$ cat config.mk
export PLATFORM = sky130hd
export DESIGN_NAME = mem_access_dispatch
export DESIGN_NICKNAME = d
export VERILOG_FILES = /design/src/rtl/mad_pkg.sv /design/src/rtl/mad_flag_decode.sv /design/src/rtl/mad_span_check.sv /design/src/rtl/mem_access_dispatch.sv
export SDC_FILE = /design/constraint.sdc
export NUM_CORES = 1
export LEC_CHECK = 0
export BUFFER_PORTS_ARGS = -buffer_cell sky130_fd_sc_hd__buf_4
export CORE_AREA = 10 10 285 287
export CTS_CLUSTER_DIAMETER = 200
export DETAILED_ROUTE_END_ITERATION = 7
export DIE_AREA = 0 0 295 297
export HOLD_SLACK_MARGIN = 0.03
export SYNTH_ARGS = -nofsm -noshare
export SYNTH_HDL_FRONTEND = slang
export SYNTH_HIERARCHICAL = 1
export SYNTH_SLANG_ARGS = --single-unit
$ cat constraint.sdc
create_clock -name clk -period 6.3 [get_ports clk]
set_clock_uncertainty 0.15 [all_clocks]
set_input_delay 1.575 -clock clk [delete_from_list [all_inputs] [get_ports clk]]
set_output_delay 1.575 -clock clk [all_outputs]
set_load 0.02 [all_outputs]
$ cat src/rtl/mad_pkg.sv
package mad_pkg;
  localparam logic [3:0] EXC_NONE      = 4'd0;
  localparam logic [3:0] EXC_FETCH_ACC = 4'd1;
  localparam logic [3:0] EXC_LD_MISAL  = 4'd4;
  localparam logic [3:0] EXC_LD_ACC    = 4'd5;
  localparam logic [3:0] EXC_ST_MISAL  = 4'd6;
  localparam logic [3:0] EXC_ST_ACC    = 4'd7;
  localparam logic [3:0] EXC_NOT_IMPL  = 4'd15;

  localparam logic [1:0] TYPE_FETCH = 2'd0;
  localparam logic [1:0] TYPE_LOAD  = 2'd1;

  typedef enum logic [1:0] {ST_IDLE, ST_MMIO, ST_RAM, ST_RESP} disp_state_e;
  typedef enum logic [1:0] {RT_RESP, RT_MMIO, RT_RAM} route_e;
endpackage

$ cat src/rtl/mad_flag_decode.sv
module mad_flag_decode (
  input  logic       is_write,
  input  logic       aq,
  input  logic       rl,
  input  logic       rsv,
  output logic [2:0] kind,
  output logic       unsupported,
  output logic       align_needed
);
  always_comb begin
    kind        = 3'd0;
    unsupported = 1'b0;
    if (is_write) begin
      case ({aq, rl, rsv})
        3'b000:  kind = 3'd0;
        3'b010:  kind = 3'd1;
        3'b001:  kind = 3'd2;
        3'b011:  kind = 3'd3;
        3'b110:  kind = 3'd4;
        3'b111:  kind = 3'd5;
        default: unsupported = 1'b1;
      endcase
    end else begin
      case ({aq, rl, rsv})
        3'b000:  kind = 3'd0;
        3'b100:  kind = 3'd1;
        3'b110:  kind = 3'd2;
        3'b001:  kind = 3'd3;
        3'b101:  kind = 3'd4;
        3'b111:  kind = 3'd5;
        default: unsupported = 1'b1;
      endcase
    end
    align_needed = is_write ? (rl | rsv) : (aq | rsv);
  end
endmodule

$ cat src/rtl/mad_span_check.sv
module mad_span_check #(
  parameter int             AW   = 32,
  parameter int             NBW  = 5,
  parameter logic [AW-1:0]  BASE = '0,
  parameter logic [AW:0]    SPAN = '0
) (
  input  logic [AW-1:0]  addr,
  input  logic [NBW-1:0] nbytes,
  output logic           hit
);
  localparam logic [AW:0] LO_LIM = {1'b0, BASE};
  localparam logic [AW:0] HI_LIM = LO_LIM + SPAN;

  logic [AW:0] first_b;
  logic [AW:0] end_b;

  always_comb begin
    first_b = {1'b0, addr};
    end_b   = first_b + (AW+1)'(nbytes);
    hit     = (first_b >= LO_LIM) && (end_b <= HI_LIM);
  end
endmodule

$ cat src/rtl/mem_access_dispatch.sv
module mem_access_dispatch
  import mad_pkg::*;
#(
  parameter int            AW         = 32,
  parameter int            DW         = 128,
  parameter logic [AW-1:0] RD_IO_BASE = 32'h1000_0000,
  parameter logic [AW:0]   RD_IO_SPAN = 33'h0000_1000,
  parameter logic [AW-1:0] WR_IO_BASE = 32'h1000_0000,
  parameter logic [AW:0]   WR_IO_SPAN = 33'h0000_0800,
  parameter logic [AW-1:0] RAM_BASE   = 32'h8000_0000,
  parameter logic [AW:0]   RAM_SPAN   = 33'h0001_0000
) (
  input  logic          clk,
  input  logic          rst_n,
  input  logic          req_valid,
  output logic          req_ready,
  input  logic          req_we,
  input  logic [1:0]    req_type,
  input  logic [AW-1:0] req_addr,
  input  logic [2:0]    req_size,
  input  logic          req_aq,
  input  logic          req_rl,
  input  logic          req_rsv,
  input  logic [DW-1:0] req_wdata,
  input  logic          prot_en,
  input  logic          prot_fault,
  input  logic [3:0]    prot_code,
  input  logic          ram_perm_ok,
  input  logic [3:0]    ram_perm_code,
  output logic          dn_we,
  output logic [AW-1:0] dn_addr,
  output logic [2:0]    dn_size,
  output logic [DW-1:0] dn_wdata,
  output logic [2:0]    dn_kind,
  output logic          mmio_req,
  input  logic          mmio_ack,
  input  logic [DW-1:0] mmio_rdata,
  output logic          ram_req,
  input  logic          ram_ack,
  input  logic [DW-1:0] ram_rdata,
  output logic          rsp_valid,
  input  logic          rsp_ready,
  output logic          rsp_err,
  output logic [3:0]    rsp_code,
  output logic [2:0]    rsp_kind,
  output logic [DW-1:0] rsp_rdata
);
  localparam int NB    = DW / 8;
  localparam int MAXSZ = $clog2(NB);
  localparam int NBW   = MAXSZ + 1;

  // request-side decode
  logic           size_ok;
  logic [NBW-1:0] nbytes;
  logic           misal;
  logic [2:0]     dec_kind;
  logic           dec_unsup;
  logic           dec_align;
  logic           rd_io_hit, wr_io_hit, ram_hit;

  always_comb begin
    size_ok = (req_size <= 3'(MAXSZ));
    nbytes  = size_ok ? (NBW'(1) << req_size) : NBW'(1);
    misal   = |(req_addr[NBW-1:0] & (nbytes - NBW'(1)));
  end

  mad_flag_decode u_flags (
    .is_write    (req_we),
    .aq          (req_aq),
    .rl          (req_rl),
    .rsv         (req_rsv),
    .kind        (dec_kind),
    .unsupported (dec_unsup),
    .align_needed(dec_align)
  );

  mad_span_check #(.AW(AW), .NBW(NBW), .BASE(RD_IO_BASE), .SPAN(RD_IO_SPAN)) u_rd_io (
    .addr(req_addr), .nbytes(nbytes), .hit(rd_io_hit));
  mad_span_check #(.AW(AW), .NBW(NBW), .BASE(WR_IO_BASE), .SPAN(WR_IO_SPAN)) u_wr_io (
    .addr(req_addr), .nbytes(nbytes), .hit(wr_io_hit));
  mad_span_check #(.AW(AW), .NBW(NBW), .BASE(RAM_BASE), .SPAN(RAM_SPAN)) u_ram (
    .addr(req_addr), .nbytes(nbytes), .hit(ram_hit));

  // priority chain: size, alignment, flags, protection, I/O, RAM, fault
  logic       acc_err;
  logic [3:0] acc_code;
  route_e     acc_route;
  logic [3:0] miss_code;

  always_comb begin
    if (req_we)                      miss_code = EXC_ST_ACC;
    else if (req_type == TYPE_FETCH) miss_code = EXC_FETCH_ACC;
    else if (req_type == TYPE_LOAD)  miss_code = EXC_LD_ACC;
    else                             miss_code = EXC_ST_ACC;

    acc_err   = 1'b1;
    acc_code  = EXC_NONE;
    acc_route = RT_RESP;
    if (!size_ok) begin
      acc_code = EXC_NOT_IMPL;
    end else if (dec_align && misal) begin
      acc_code = req_we ? EXC_ST_MISAL : EXC_LD_MISAL;
    end else if (dec_unsup) begin
      acc_code = EXC_NOT_IMPL;
    end else if (prot_en && prot_fault) begin
      acc_code = prot_code;
    end else if (req_we ? wr_io_hit : rd_io_hit) begin
      acc_err   = 1'b0;
      acc_route = RT_MMIO;
    end else if (ram_hit) begin
      if (ram_perm_ok) begin
        acc_err   = 1'b0;
        acc_route = RT_RAM;
      end else begin
        acc_code = ram_perm_code;
      end
    end else begin
      acc_code = miss_code;
    end
  end

  // state and held request
  disp_state_e    state_q, state_d;
  logic           we_q;
  logic [AW-1:0]  addr_q;
  logic [2:0]     size_q;
  logic [NBW-1:0] nb_q;
  logic [DW-1:0]  wdata_q;
  logic [2:0]     kind_q;
  logic           err_q;
  logic [3:0]     code_q;
  logic [DW-1:0]  rdata_q;

  logic           accept;
  logic           port_done;
  logic [DW-1:0]  port_data;
  logic [DW-1:0]  keep_mask;

  assign accept    = req_valid && (state_q == ST_IDLE);
  assign port_done = ((state_q == ST_MMIO) && mmio_ack) || ((state_q == ST_RAM) && ram_ack);
  assign port_data = (state_q == ST_MMIO) ? mmio_rdata : ram_rdata;

  for (genvar g = 0; g < NB; g++) begin : g_keep
    assign keep_mask[g*8 +: 8] = {8{NBW'(g) < nb_q}};
  end

  always_comb begin
    state_d = state_q;
    case (state_q)
      ST_IDLE: if (req_valid) begin
        case (acc_route)
          RT_MMIO: state_d = ST_MMIO;
          RT_RAM:  state_d = ST_RAM;
          default: state_d = ST_RESP;
        endcase
      end
      ST_MMIO: if (mmio_ack)  state_d = ST_RESP;
      ST_RAM:  if (ram_ack)   state_d = ST_RESP;
      default: if (rsp_ready) state_d = ST_IDLE;
    endcase
  end

  always_ff @(posedge clk or negedge rst_n) begin
    if (!rst_n) state_q <= ST_IDLE;
    else        state_q <= state_d;
  end

  always_ff @(posedge clk) begin
    if (accept) begin
      we_q    <= req_we;
      addr_q  <= req_addr;
      size_q  <= req_size;
      nb_q    <= nbytes;
      wdata_q <= req_wdata;
      kind_q  <= acc_err ? 3'd0 : dec_kind;
      err_q   <= acc_err;
      code_q  <= acc_code;
    end
  end

  always_ff @(posedge clk) begin
    if (accept)         rdata_q <= '0;
    else if (port_done) rdata_q <= we_q ? '0 : (port_data & keep_mask);
  end

  assign req_ready = (state_q == ST_IDLE);
  assign mmio_req  = (state_q == ST_MMIO);
  assign ram_req   = (state_q == ST_RAM);
  assign rsp_valid = (state_q == ST_RESP);
  assign dn_we     = we_q;
  assign dn_addr   = addr_q;
  assign dn_size   = size_q;
  assign dn_wdata  = wdata_q;
  assign dn_kind   = kind_q;
  assign rsp_err   = err_q;
  assign rsp_code  = code_q;
  assign rsp_kind  = kind_q;
  assign rsp_rdata = rdata_q;
endmodule

==> results.md, run 1 <==
| Stage | Parameter | Reported |
|---|---|---|
| timing | Post-layout minimum cycle time | 5620 ps |
| power and ir drop | Power dissipated by switching net loads | 0.00348 W |
| drt | Routed Wire Length | 65,800 um |
| clock network | Hold Buf Count CTS | 0 |
| timing | Unrepaired setup endpoints after global routing | no |
| drt | Average vias per placed instance | 4.41 |
| placed design | Final weighted congestion in routability-driven placement | 0.842 |
| clock network | Clock tree from TritonCTS | done |
| drt | Wire length per cell | 22.0 um |
| grt | Pin count of the biggest net entering global routing | 136 |
| placed design | Half-perimeter wire length after placement | 52,500 um |
| power and ir drop | Cell Int Power | 0.00559 W |
| timing | Share of the clock period used by the worst path | 89.2% |
| timing | Max Fclk | 0.178 GHz |
| synthesis | Fraction of the yosys area taken by sequential cells | 54.9% |
| floorplanning | Vert. Die Dim | 297 um |
| drt | Remaining routing DRC violations | 0 |
| synthesis | Number of flip-flops and latches in the synthesized netlist | 307 |
| hold path | Worst min-delay path class | reg -> reg |
| placed design | Cell count after placement | 2,929 |
| synthesis | Mapped cell area | 0.0144 mm2 |
| synthesis | Most used flip-flop cell after synthesis | edfxtp_1 |
| worst setup path | Crit. End Element | flop |
| timing | Pin slew with the least headroom to its limit | 969 ps |
| synthesis | Distinct cell type count after synthesis | 90 |
| clock network | Number of buffers created by CTS | 37 |
| synthesis | Async S/R FF share, synth | 0.651% |
| grt | Sum of overflow across all layers after global routing | 0 |
| worst setup path | Worst Setup Path Type | in -> reg |
| floorplanning | Boundary pin count | 749 |
| drt | Via count | 13,200 |
| timing | Setup-failing EPs final | 0 |
| floorplanning | Std-Cell Rows | 101 |
| placed design | Number of buffers added on ports | 748 |
| floorplanning | Area of the die | 0.0876 mm2 |
| synthesis | Nets in the synthesized netlist | 1,708 |
| clock network | Post CTS Setup Buffer Count | 0 |
| grt | Number of antenna violations at the first check in global routing | 2 |
| synthesis | Yosys synthesis warning count | 6 |
| clock network | TritonCTS Sinks | 307 |
| layout | Area overhead of the layout relative to synthesis | 55.0% |
| floorplanning | Core box area | 0.0754 mm2 |
| layout | Fraction of final layout cells with drive strength greater than 1 | 47.4% |
| synthesis | Post-synthesis cell count | 1,241 |
| worst setup path | Data required time of the critical path | 6430 ps |
| power and ir drop | Worst voltage drop across the vdd grid | 0.000342 V |
| grt | Wire length of the first global-routing pass | 91,700 um |
| floorplanning | Die boundary width | 295 um |
| timing | Total count of hold-check failures in the final report | 0 |
| worst setup path | Critical path data arrival time | 5750 ps |
| clock network | Root Driver | clkbuf_16 |
| worst setup path | Launching element type of the critical path | input port |
| clock network | Post-cts sizing count | 0 |
| timing | Number of pins exceeding their max-slew limit in the final report | 0 |
| worst setup path | Worst-path maximum fanout | 12 |
| clock network | Worst-skew pair later-pin latency | 540 ps |
| power and ir drop | Proportion of power drawn by flip-flops and latches | 34.1% |
| floorplanning | Initial Util | 19.1% |
| layout | Post-layout net count | 2,457 |
| clock network | Clk pin slew, worst setup/hold paths | 60 ps |
| clock network | Worst-case clock buffer depth | 3 |
| power and ir drop | Fraction of power consumed by combinational cells | 43.0% |
| power and ir drop | Leakage Power | 9.30 nW |
| drt | Total iterations of the first detailed-routing run | 5 |
| clock network | Maximum level of the CTS H-tree | 2 |
| timing | Relative max-transition margin | 35.4% |
| drt | Final antenna-violating net count | 0 |
| run status | Outcome | finished clean |
| drt | Starting DRC count in detailed routing | 799 |
| timing | Setup TNS | 0 ps |
| power and ir drop | Clock power frac | 22.9% |
| layout | Post-route non-filler standard cell count | 2,997 |
| synthesis | Number of synthesized flops with an enable pin | 177 |
| run | Number of max-cap violations | 0 |
| power and ir drop | Sum of internal, switching and leakage power | 0.00907 W |
| power and ir drop | Net switching fraction of the power | 38.4% |
| power and ir drop | Total power per unit cell area | 405 mW/mm2 |
| synthesis | Per-instance average area after synthesis | 11.6 um2 |
| grt | Global-route usage over all layers | 13.9% |
| grt | Number of global-route vias before repair | 13,100 |
==> layout by cell type (no fill, tap or decap), types with 10 or more instances in the layout <==
master and n:
a2bb2oi_1 43, xnor2_1 16, xor2_1 10, mux2_2 82, a21oi_1 27, a22oi_1 83
buf_4 765, nor2_1 168, ha_1 21, edfxtp_1 177, dfxtp_1 128, inv_1 20
clkbuf_16 38, nand2_1 55, a21oi_2 10, o21ai_0 25, nand4_1 26, nor3_1 35
mux2i_1 61, nor4_1 11, nand3_1 31
==> per-layer routing <==
metal | routed length (um) | vias up | track usage (%)
met5 | 9 | - | 0
met4 | 1590 | 2 | 4.17
met3 | 6000 | 89 | 4.55
met2 | 32500 | 529 | 24.1
met1 | 25700 | 6364 | 16.1
li1 | - | 6242 | -
==> stage by stage <==
step	setup WS (ps)	area (um2)	util, %	hold WS, ps
final	681	22400	29.7	339
after global routing	406	22400	29.7	362
after CTS	695	22400	29.7	344
after detailed placement	88.9	21200	28.1	330
after global placement	190	21200	28.1	321
after floorplan	662	14400	-	430
==> layout make-up <==
type | count | area (um2)
repair buffers | 768 | 5800
diodes | 2 | 5.00
multi-input cells | 856 | 6170
clock buffers | 50 | 1040
inverters | 20 | 75.1
well taps | 978 | 1220
clock inverters | 16 | 136
fillers | 7810 | 53100
flip-flops and latches | 307 | 7930
==> path summary, 6_finish.rpt <==
path	slack [ps]	endpoint	from	depth (start not counted)
worst max register to register	2780	rsp_rdata[65]	state_q[1]	7
min in group asynchronous	650	state_q[0]	rst_n	1
max in group asynchronous	5270	state_q[1]	rst_n	1
worst min-delay path	340	rsp_rdata[34]	rsp_rdata[34]	2
worst min register to register	340	rsp_rdata[34]	rsp_rdata[34]	2
worst max-delay path	680	rsp_code[1]	req_size[0]	19
==> state kept, by name, indices dropped and copies added, names as in the netlist <==
name	flops
rsp_err	1
state_q	2
rsp_rdata	128
dn_we	1
dn_kind	3
rsp_code	4
dn_wdata	128
dn_size	3
nb_q	5
dn_addr	32
==> synthesized netlist by cell type, types with 4 or more instances <==
library cell,number,area share [%]
edfxtp_1,177,37
nor2_1,168,4.4
dfxtp_1,128,18
a22oi_1,84,4.4
mux2_2,82,6.4
mux2i_1,61,4.2
nand2_1,55,1.4
a2bb2oi_1,43,2.6
nor3_1,35,1.2
nand3_1,31,1.1
clkbuf_1,28,0.73
a21oi_1,27,0.94
nand4_1,26,1.1
o21ai_0,25,0.87
ha_1,22,1.9
inv_1,20,0.52
buf_2,17,0.59
xnor2_1,16,0.97
nor4_1,11,0.48
a21oi_2,10,0.61
xor2_1,10,0.61
nand2b_1,8,0.35
or2_2,7,0.30
and3_1,6,0.26
nor2b_1,6,0.26
o31ai_1,6,0.31
a31oi_1,5,0.22
buf_1,5,0.13
buf_4,5,0.26
nor4b_1,5,0.30
a41oi_1,4,0.24
and2_1,4,0.17
o21a_1,4,0.21
o21ai_1,4,0.14
o22ai_1,4,0.17
o31a_1,4,0.24
==> worst max-delay path, cell delays in order <==
cell and delay, ps:
buf_4 140, or2_2 320, ha_1 240, nor2_1 190, and3_2 290, ha_1 310, nand3_1 110, nand2_1 60
a31oi_2 510, mux2i_1 150, o31a_1 310, nor4_2 260, a41oi_1 130, nor4_1 270, buf_4 170, mux2_2 150
nor3_1 40, a2111oi_0 390, mux2i_1 120
==> power by group through the flow <==
stage	Sequential (W)	Combinational (W)	Clock (W)
after floorplan	0.00380	0.00147	0
after global placement	0.00311	0.00395	0
after detailed placement	0.00313	0.00395	0
after CTS	0.00309	0.00396	0.00217
after global routing	0.00316	0.00416	0.00223
final	0.00309	0.00390	0.00208
==> logic make-up (layout without fill, tap and decap cells) <==
family | after synthesis | in the layout | share of synthesized area, %
XOR/XNOR | 26 | 26 | 1.58
adder cells (fa/ha/maj) | 25 | 25 | 2.32
buffers and inverters | 78 | 854 | 2.46
flip-flops | 307 | 307 | 54.9
AO/OA/AOI/OAI | 267 | 267 | 14.4
multiplexers | 144 | 144 | 10.7
AND/OR/NAND/NOR | 394 | 394 | 13.5
other | 0 | 2 | 0
No activity file was read; power rests on OpenSTA's default activity.
==> run 2, diff against run 1 <==
- ABC_AREA: unset -> 1
- GPL_TIMING_DRIVEN: unset -> 0
- SETUP_SLACK_MARGIN: unset -> 0.05
==> run 2 against run 1 <==
  * Critical path depth up 6
  * Clock-buffer cell count up 5
  * Register-to-register slack worse by 380 ps
  * Die area unchanged
  * Synthesized area up 12%
  * Synthesized cell count up 73%
  * Combinational power up 13%
  * Flip-flop and latch count unchanged
  * Global-route usage up 7.2 points
  * Worst setup slack better by 270 ps
  * Sequential share of layout area down 3.3 points
  * Critical endpoint is now rsp_err
  * Highest routed layer unchanged
==> results.md, run 2 <==
| Stage | Parameter | Reported | Delta |
|---|---|---|---|
| power and ir drop | Sum of internal, switching and leakage power | 0.0101 W | +11% |
| worst setup path | Crit. End Element | flop |  |
| layout | Post-route non-filler standard cell count | 3,973 | +33% |
| worst setup path | Worst-path maximum fanout | 7 | -5 |
| clock network | Post CTS Setup Buffer Count | 0 | unchanged |
| synthesis | Number of synthesized flops with an enable pin | 177 | unchanged |
| grt | Met1 track demand over resource in global routing | 21.2% | +5.1 points |
| worst setup path | Buffers plus inverters on the worst setup path | 5 | +3 |
| synthesis | Distinct cell type count after synthesis | 51 | -43% |
| worst setup path | Levels on crit path | 25 | +6 |
| drt | Starting DRC count in detailed routing | 1,156 | +45% |
| power and ir drop | Total power per unit cell area | 409 mW/mm2 | +0.96% |
| worst setup path | Worst Setup Path Type | in -> reg |  |
| grt | GR met2 Demand/Resource | 39.4% | +15 points |
| clock network | Clk pin slew, worst setup/hold paths | 50 ps | about the same |
| drt | Final antenna-violating net count | 0 | unchanged |
| worst setup path | Cell with the largest stage delay on the worst path | ha_1 |  |
| placed design | Final weighted congestion in routability-driven placement | 0.933 | +11% |
| synthesis | Area share of the largest cell type after synthesis | 32.7% | -4.1 points |
| worst setup path | Launching element type of the critical path | input port |  |
| hold path | End of the worst hold path | rsp_rdata[86] |  |
| clock network | Root Driver | clkbuf_16 |  |
| floorplanning | Die boundary width | 295 um | unchanged |
| synthesis | Yosys synthesis warning count | 6 | unchanged |
| drt | Remaining routing DRC violations | 0 | unchanged |
| hold path | Hold Path Depth | 2 | unchanged |
| worst setup path | R2r worst-path depth | 7 | unchanged |
| clock network | Hold Buf Count CTS | 0 | unchanged |
| synthesis | Number of flip-flops and latches in the synthesized netlist | 307 | unchanged |
| synthesis | Most frequent cell after synthesis | nand2_1 |  |
| synthesis | Nets in the synthesized netlist | 2,615 | +53% |
| layout | Commonest cells after routing, fill and taps aside | nand2_1, buf_4, edfxtp_1, nor2_1, inv_1 |  |
| grt | Sum of overflow across all layers after global routing | 0 | unchanged |
| timing | Share of the clock period used by the worst path | 84.9% | -4.3 points |
| placed design | Cell count after placement | 3,875 | +32% |
| synthesis | Largest cells by area after synthesis | edfxtp_1, nand2_1, dfxtp_1 |  |
| timing | Relative max-transition margin | 8.82% | -27 points |
| clock network | Clock tree from TritonCTS | done |  |
| timing | Final setup margin | 952 ps | +271 ps |
| timing | Setup TNS | 0 ps | unchanged |
| clock network | Maximum level of the CTS H-tree | 2 | unchanged |
| placed design | Half-perimeter wire length after placement | 82,400 um | +57% |
| grt | Number of antenna violations at the first check in global routing | 40 | +38 |
| hold path | Worst min-delay path class | reg -> reg |  |
| floorplanning | Boundary pin count | 749 | unchanged |
| hold path | Startpoint of the tightest hold check path | rsp_rdata[86] |  |
| grt | Number of global-route vias before repair | 17,000 | +30% |
| worst setup path | Beginning of the worst register-to-register path | state_q[0] |  |
| timing | Total count of hold-check failures in the final report | 0 | unchanged |
| floorplanning | Std-Cell Rows | 101 | unchanged |
| layout | Most common library cell in the layout ignoring fill and taps | nand2_1 |  |
| floorplanning | Area of the die | 0.0876 mm2 | unchanged |
| clock network | TritonCTS Sinks | 307 | unchanged |
| grt | Global-route usage over all layers | 21.2% | +7.2 points |
| timing | Unrepaired setup endpoints after global routing | no |  |
| placed design | Post-placement setup slack | 350 ps | +261 ps |
| synthesis | Per-instance average area after synthesis | 7.56 um2 | -35% |
| worst setup path | Critical path's most frequent cell | nand2_1 |  |
| synthesis | Cell type with the largest total area after synthesis | edfxtp_1 |  |
| worst setup path | Crit-path leading delay family | simple AND/OR/NAND/NOR gates |  |
| layout | Number of filler instances in the final layout | 8,078 | +3.4% |
| timing | Number of pins exceeding their max-slew limit in the final report | 0 | unchanged |
| worst setup path | Data required time of the critical path | 6340 ps | -90 ps |
| placed design | Number of buffers added on ports | 748 | unchanged |
| clock network | Post-cts sizing count | 0 | unchanged |
| synthesis | Mapped cell area | 0.0162 mm2 | +12% |
| synthesis | Post-synthesis cell count | 2,148 | +73% |
| floorplanning | Core box area | 0.0754 mm2 | unchanged |
| power and ir drop | Worst voltage drop across the vdd grid | 0.000238 V | -30% |
| layout | Post-layout net count | 3,408 | +39% |
| grt | Pin count of the biggest net entering global routing | 96 | -29% |
| grt | Wire length of the first global-routing pass | 130,000 um | +42% |
| timing | Post-layout minimum cycle time | 5350 ps | -271 ps |
| drt | Wire length per cell | 24.7 um | +12% |
| floorplanning | Vert. Die Dim | 297 um | unchanged |
| clock network | Worst-skew pair later-pin latency | 580 ps | +40 ps |
| drt | Via count | 17,900 | +35% |
| worst setup path | Worst r2r dst | dn_wdata[99] |  |
| clock network | Worst-case clock buffer depth | 3 | unchanged |
| drt | Average vias per placed instance | 4.50 | +1.9% |
| power and ir drop | Leakage Power | 11.5 nW | +23% |
| synthesis | Fraction of the yosys area taken by sequential cells | 48.8% | -6.1 points |
| run | Number of max-cap violations | 0 | unchanged |
| grt | Global-route layer with the greatest usage | met2 |  |
| layout | Area overhead of the layout relative to synthesis | 51.9% |  |
| grt | Met3 global-route usage | 6.37% | +1.8 points |
| worst setup path | Register-to-register path setup slack | 2400 ps | -380 ps |
| worst setup path | Largest incremental delay on the critical path | 330 ps | -180 ps |
| floorplanning | Initial Util | 21.5% | +2.4 points |
| timing | Pin slew with the least headroom to its limit | 1370 ps | +399 ps |
| clock network | Number of buffers created by CTS | 42 | +14% |
| drt | Total iterations of the first detailed-routing run | 6 | +1 |
| timing | Setup-failing EPs final | 0 | unchanged |
| layout | Fraction of final layout cells with drive strength greater than 1 | 31.2% | -16 points |
| run status | Outcome | finished clean |  |
| timing | Max Fclk | 0.187 GHz | +5.1% |
| drt | Routed Wire Length | 98,000 um | +49% |
| worst setup path | Critical path data arrival time | 5390 ps | -360 ps |
| synthesis | Async S/R FF share, synth | 0.651% | unchanged |
| synthesis | Most used flip-flop cell after synthesis | edfxtp_1 |  |
| synthesis | Most used standard cells in the synthesized netlist | nand2_1, edfxtp_1, nor2_1, inv_1, a21oi_1 |  |
-- run 2: cell count changes in the layout (fill, tap and decap cells not counted), moves of 18 or more --
cell and delta:
nand2_1 +899, inv_1 +134, a21oi_1 +116, mux2_2 -82, a22oi_1 -80, nand3_1 +77
mux2i_1 -61, clkbuf_1 +50, a2bb2oi_1 -43, nor3_1 -21, nand2_2 +20, o21ai_0 -19
diode_2 +18
-- run 2: final cells by class --
type                            count  area [um2]  area share (%)
Buffer                             63         274            1.11
Multi-Input combinational cell   1608        7400            30.0
Clock buffer                       55        1180            4.79
Inverter                          170         638            2.59
Sequential cell                   307        7930            32.1
Timing Repair Buffer              749        5640            22.9
Antenna cell                       20        50.0           0.203
Clock inverter                     23         323            1.31
Tap cell                          978        1220            4.96
-- run 2: worst register-to-register path, cell delays in order, from the launching register on --
cell	delay, ps
dfrtp_1	410
inv_1	90
ha_1	250
nand2_1	80
inv_1	350
clkbuf_1	790
clkbuf_8	850
buf_16	450
-- run 2: report_power, final --
part           internal (W)  switching (W)  total (W)
Clock               0.00158        0.00101    0.00259
Combinational       0.00142        0.00299    0.00441
Sequential          0.00279       0.000292    0.00309
Total               0.00580        0.00429     0.0101
-- run 2: kinds of logic after synthesis --
| family | share of synthesized area (%) |
|---|---|
| buffers and inverters | 5.56 |
| AND/OR/NAND/NOR | 35.6 |
| XOR/XNOR | 0.755 |
| AO/OA/AOI/OAI | 7.14 |
| adder cells (fa/ha/maj) | 2.07 |
| flip-flops | 48.8 |
-- run 2: per-stage QoR --
step	hold slack [ps]	instance area [um2]	util, %
after floorplan	349	16200	-
after global placement	304	23100	30.6
after detailed placement	306	23100	30.6
after CTS	315	24600	32.6
after global routing	331	24600	32.7
final	314	24700	32.7
-- run 2: how the worst max path moves through the flow --
| stage | start | end |
|---|---|---|
| 2_1_floorplan | req_valid | dn_addr[0] |
| 3_3_place_gp | req_valid | dn_wdata[35] |
| 3_5_place_dp | req_size[0] | dn_kind[0] |
| 4_1_cts | req_size[0] | dn_kind[0] |
| 5_1_grt | req_size[0] | dn_kind[1] |
| 6_report | req_size[0] | rsp_err |
-- run 2: layer usage --
layer	share of wire, %	up-vias
met5	0.13	-
met4	4.7	18
met3	8.6	181
met2	52	712
met1	34	8376
li1	-	8581
==> run 3, diff against run 2 <==
- clock period: 6.3 -> 4.7 ns (I/O delays scaled with it)
==> run 3 against run 2 <==
  * Power grew 34%
  * Non-clock buffer count grew 3
  * Clock power grew 34%
  * Critical endpoint is now rsp_code[0]
  * Clock-buffer cell count is the same
  * Via count grew 0.41%
  * Combinational power grew 34%
  * Highest routed layer unchanged
  * Critical path type unchanged
  * Sequential share of layout area shrank 0.14 points
==> results.md, run 3 (synthesis results as in run 2) <==
| Stage | Parameter | Reported | Delta |
|---|---|---|---|
| grt | Number of global-route vias before repair | 17,000 | unchanged |
| grt | Sum of overflow across all layers after global routing | 0 | unchanged |
| clock network | Number of buffers created by CTS | 42 | unchanged |
| drt | Via count | 17,900 | +0.41% |
| drt | Final antenna-violating net count | 0 | unchanged |
| run | Number of max-cap violations | 0 | unchanged |
| timing | Pin slew with the least headroom to its limit | 1350 ps | -20.6 ps |
| floorplanning | Boundary pin count | 749 | unchanged |
| clock network | TritonCTS Sinks | 307 | unchanged |
| worst setup path | Launching element type of the critical path | input port |  |
| run status | Outcome | finished clean |  |
| placed design | Final weighted congestion in routability-driven placement | 0.933 | unchanged |
| clock network | Hold Buf Count CTS | 0 | unchanged |
| layout | Most common library cell in the layout ignoring fill and taps | nand2_1 |  |
| drt | Starting DRC count in detailed routing | 1,204 | +4.2% |
| grt | Global-route usage over all layers | 21.2% | unchanged |
| floorplanning | Vert. Die Dim | 297 um | unchanged |
| drt | Routed Wire Length | 98,100 um | +0.16% |
| hold path | Worst min-delay path class | in -> async |  |
| layout | Area overhead of the layout relative to synthesis | 52.6% |  |
| floorplanning | Area of the die | 0.0876 mm2 | unchanged |
| layout | Post-layout net count | 3,411 | +0.088% |
| drt | Average vias per placed instance | 4.51 | +0.26% |
| grt | Number of antenna violations at the first check in global routing | 40 | unchanged |
| worst setup path | Critical path data arrival time | 4600 ps | -790 ps |
| timing | Setup-failing EPs final | 0 | unchanged |
| floorplanning | Std-Cell Rows | 101 | unchanged |
| power and ir drop | Worst voltage drop across the vdd grid | 0.000319 V | +34% |
| timing | Total count of hold-check failures in the final report | 0 | unchanged |
| grt | Pin count of the biggest net entering global routing | 96 | unchanged |
| placed design | Number of buffers added on ports | 748 | unchanged |
| timing | Post-layout minimum cycle time | 4440 ps |  |
| layout | Fraction of final layout cells with drive strength greater than 1 | 31.9% | +0.77 points |
| drt | Wire length per cell | 24.7 um | about the same |
| timing | Max Fclk | 0.225 GHz |  |
| placed design | Post-placement setup slack | -850 ps | -1200 ps |
| worst setup path | Worst-path maximum fanout | 6 | -1 |
| timing | Final setup margin | 259 ps | -693 ps |
| drt | Remaining routing DRC violations | 0 | unchanged |
| clock network | Worst-skew pair later-pin latency | 580 ps | about the same |
| clock network | Clock tree from TritonCTS | done |  |
| floorplanning | Core box area | 0.0754 mm2 | unchanged |
| grt | Wire length of the first global-routing pass | 130,000 um | unchanged |
| clock network | Worst-case clock buffer depth | 3 | unchanged |
| worst setup path | Worst Setup Path Type | in -> reg |  |
| floorplanning | Initial Util | 21.5% | unchanged |
| layout | Number of filler instances in the final layout | 8,081 | +0.037% |
| timing | Unrepaired setup endpoints after global routing | yes |  |
| clock network | Maximum level of the CTS H-tree | 2 | unchanged |
| layout | Utilization after layout | 32.8% | +0.15 points |
| floorplanning | Die boundary width | 295 um | unchanged |
| power and ir drop | Leakage Power | 11.5 nW | about the same |
| worst setup path | Data required time of the critical path | 4850 ps | -1490 ps |
| layout | Multi-input combinational cell area | 0.00748 mm2 | +1.0% |
| timing | Number of pins exceeding their max-slew limit in the final report | 0 | unchanged |
| timing | Share of the clock period used by the worst path | 94.5% |  |
| clock network | Clk pin slew, worst setup/hold paths | 60 ps | about the same |
| clock network | Root Driver | clkbuf_16 |  |
| layout | Sequential Area | 0.00793 mm2 | unchanged |
| timing | Relative max-transition margin | 10.2% | +1.4 points |
| placed design | Half-perimeter wire length after placement | 82,400 um | unchanged |
| worst setup path | Crit. End Element | flop |  |
| drt | Total iterations of the first detailed-routing run | 5 | -1 |
| power and ir drop | Total power per unit cell area | 546 mW/mm2 | +34% |
| layout | Commonest cells after routing, fill and taps aside | nand2_1, buf_4, edfxtp_1, nor2_1, inv_1 |  |
==> run 3: per-stage QoR <==
step	total power, W	hold slack, ps	cells	area [um2]	setup TNS (ps)
detailed placement	0.0102	306	3875	23100	-6660
global placement	0.0102	304	3874	23100	-457770
global route	0.0142	174	3970	24800	0
CTS	0.0137	168	3953	24600	0
finish	0.0135	206	3979	24800	0
floorplan	0.00701	349	2148	16200	0
==> run 3: critical path: stages <==
cell and delay (ps):
buf_4 140, nor2_1 140, inv_1 90, ha_4 290, inv_1 110, ha_2 240
fa_2 400, nand3_1 120, nand3_2 120, nand2_2 100, nand2_2 100, nand2_1 70
nand2_1 40, nand2_1 90, nand4_1 110, a21oi_1 170, nand3_1 130, a21oi_2 200
nand2_1 110, nand2_1 120, nor2_1 70, inv_2 90, nor2_1 40, a21oi_1 180
a21oi_1 140
==> run 3: where the power goes <==
group | switching, W | leakage [nW] | total [W] | internal [W]
clock network | 0.00135 | 0.737 | 0.00348 | 0.00212
registers | 0.000391 | 2.70 | 0.00414 | 0.00374
logic | 0.00401 | 8.02 | 0.00592 | 0.00191
==> run 3: what timing repair did <==
action	CTS	global route
setup buffers	0	3
pin swaps	1	2
endpoints found under the setup margin	7	9
resized for setup	4	21
==> run 3: cell type report <==
class	instances	share of cell area, %
clock buffers	55	4.77
flip-flops and latches	307	32.0
inverters	170	2.59
repair buffers	752	22.9
well taps	978	4.94
diodes	23	0.232
clock inverters	23	1.30
plain buffers	63	1.11
multi-input cells	1608	30.2
==> run 3: final timing paths <==
path | start | endpoint | slack [ps] | depth (start not counted)
worst max register to register | state_q[0] | dn_wdata[99] | 790 | 7
max in group asynchronous | rst_n | state_q[1] | 4090 | 1
worst max-delay path | req_size[0] | rsp_code[0] | 260 | 25
min in group clk | rsp_rdata[86] | rsp_rdata[86] | 310 | 2
worst min register to register | rsp_rdata[86] | rsp_rdata[86] | 310 | 2
worst min-delay path | rst_n | state_q[0] | 210 | 1
==> run 3: routing by layer <==
layer	track usage [%]	routed length, um	vias up
li1	-	-	8586
met1	21.2	33700	8472
met2	39.4	51400	693
met3	6.37	8270	175
met4	9.72	4700	16
met5	0	111	-
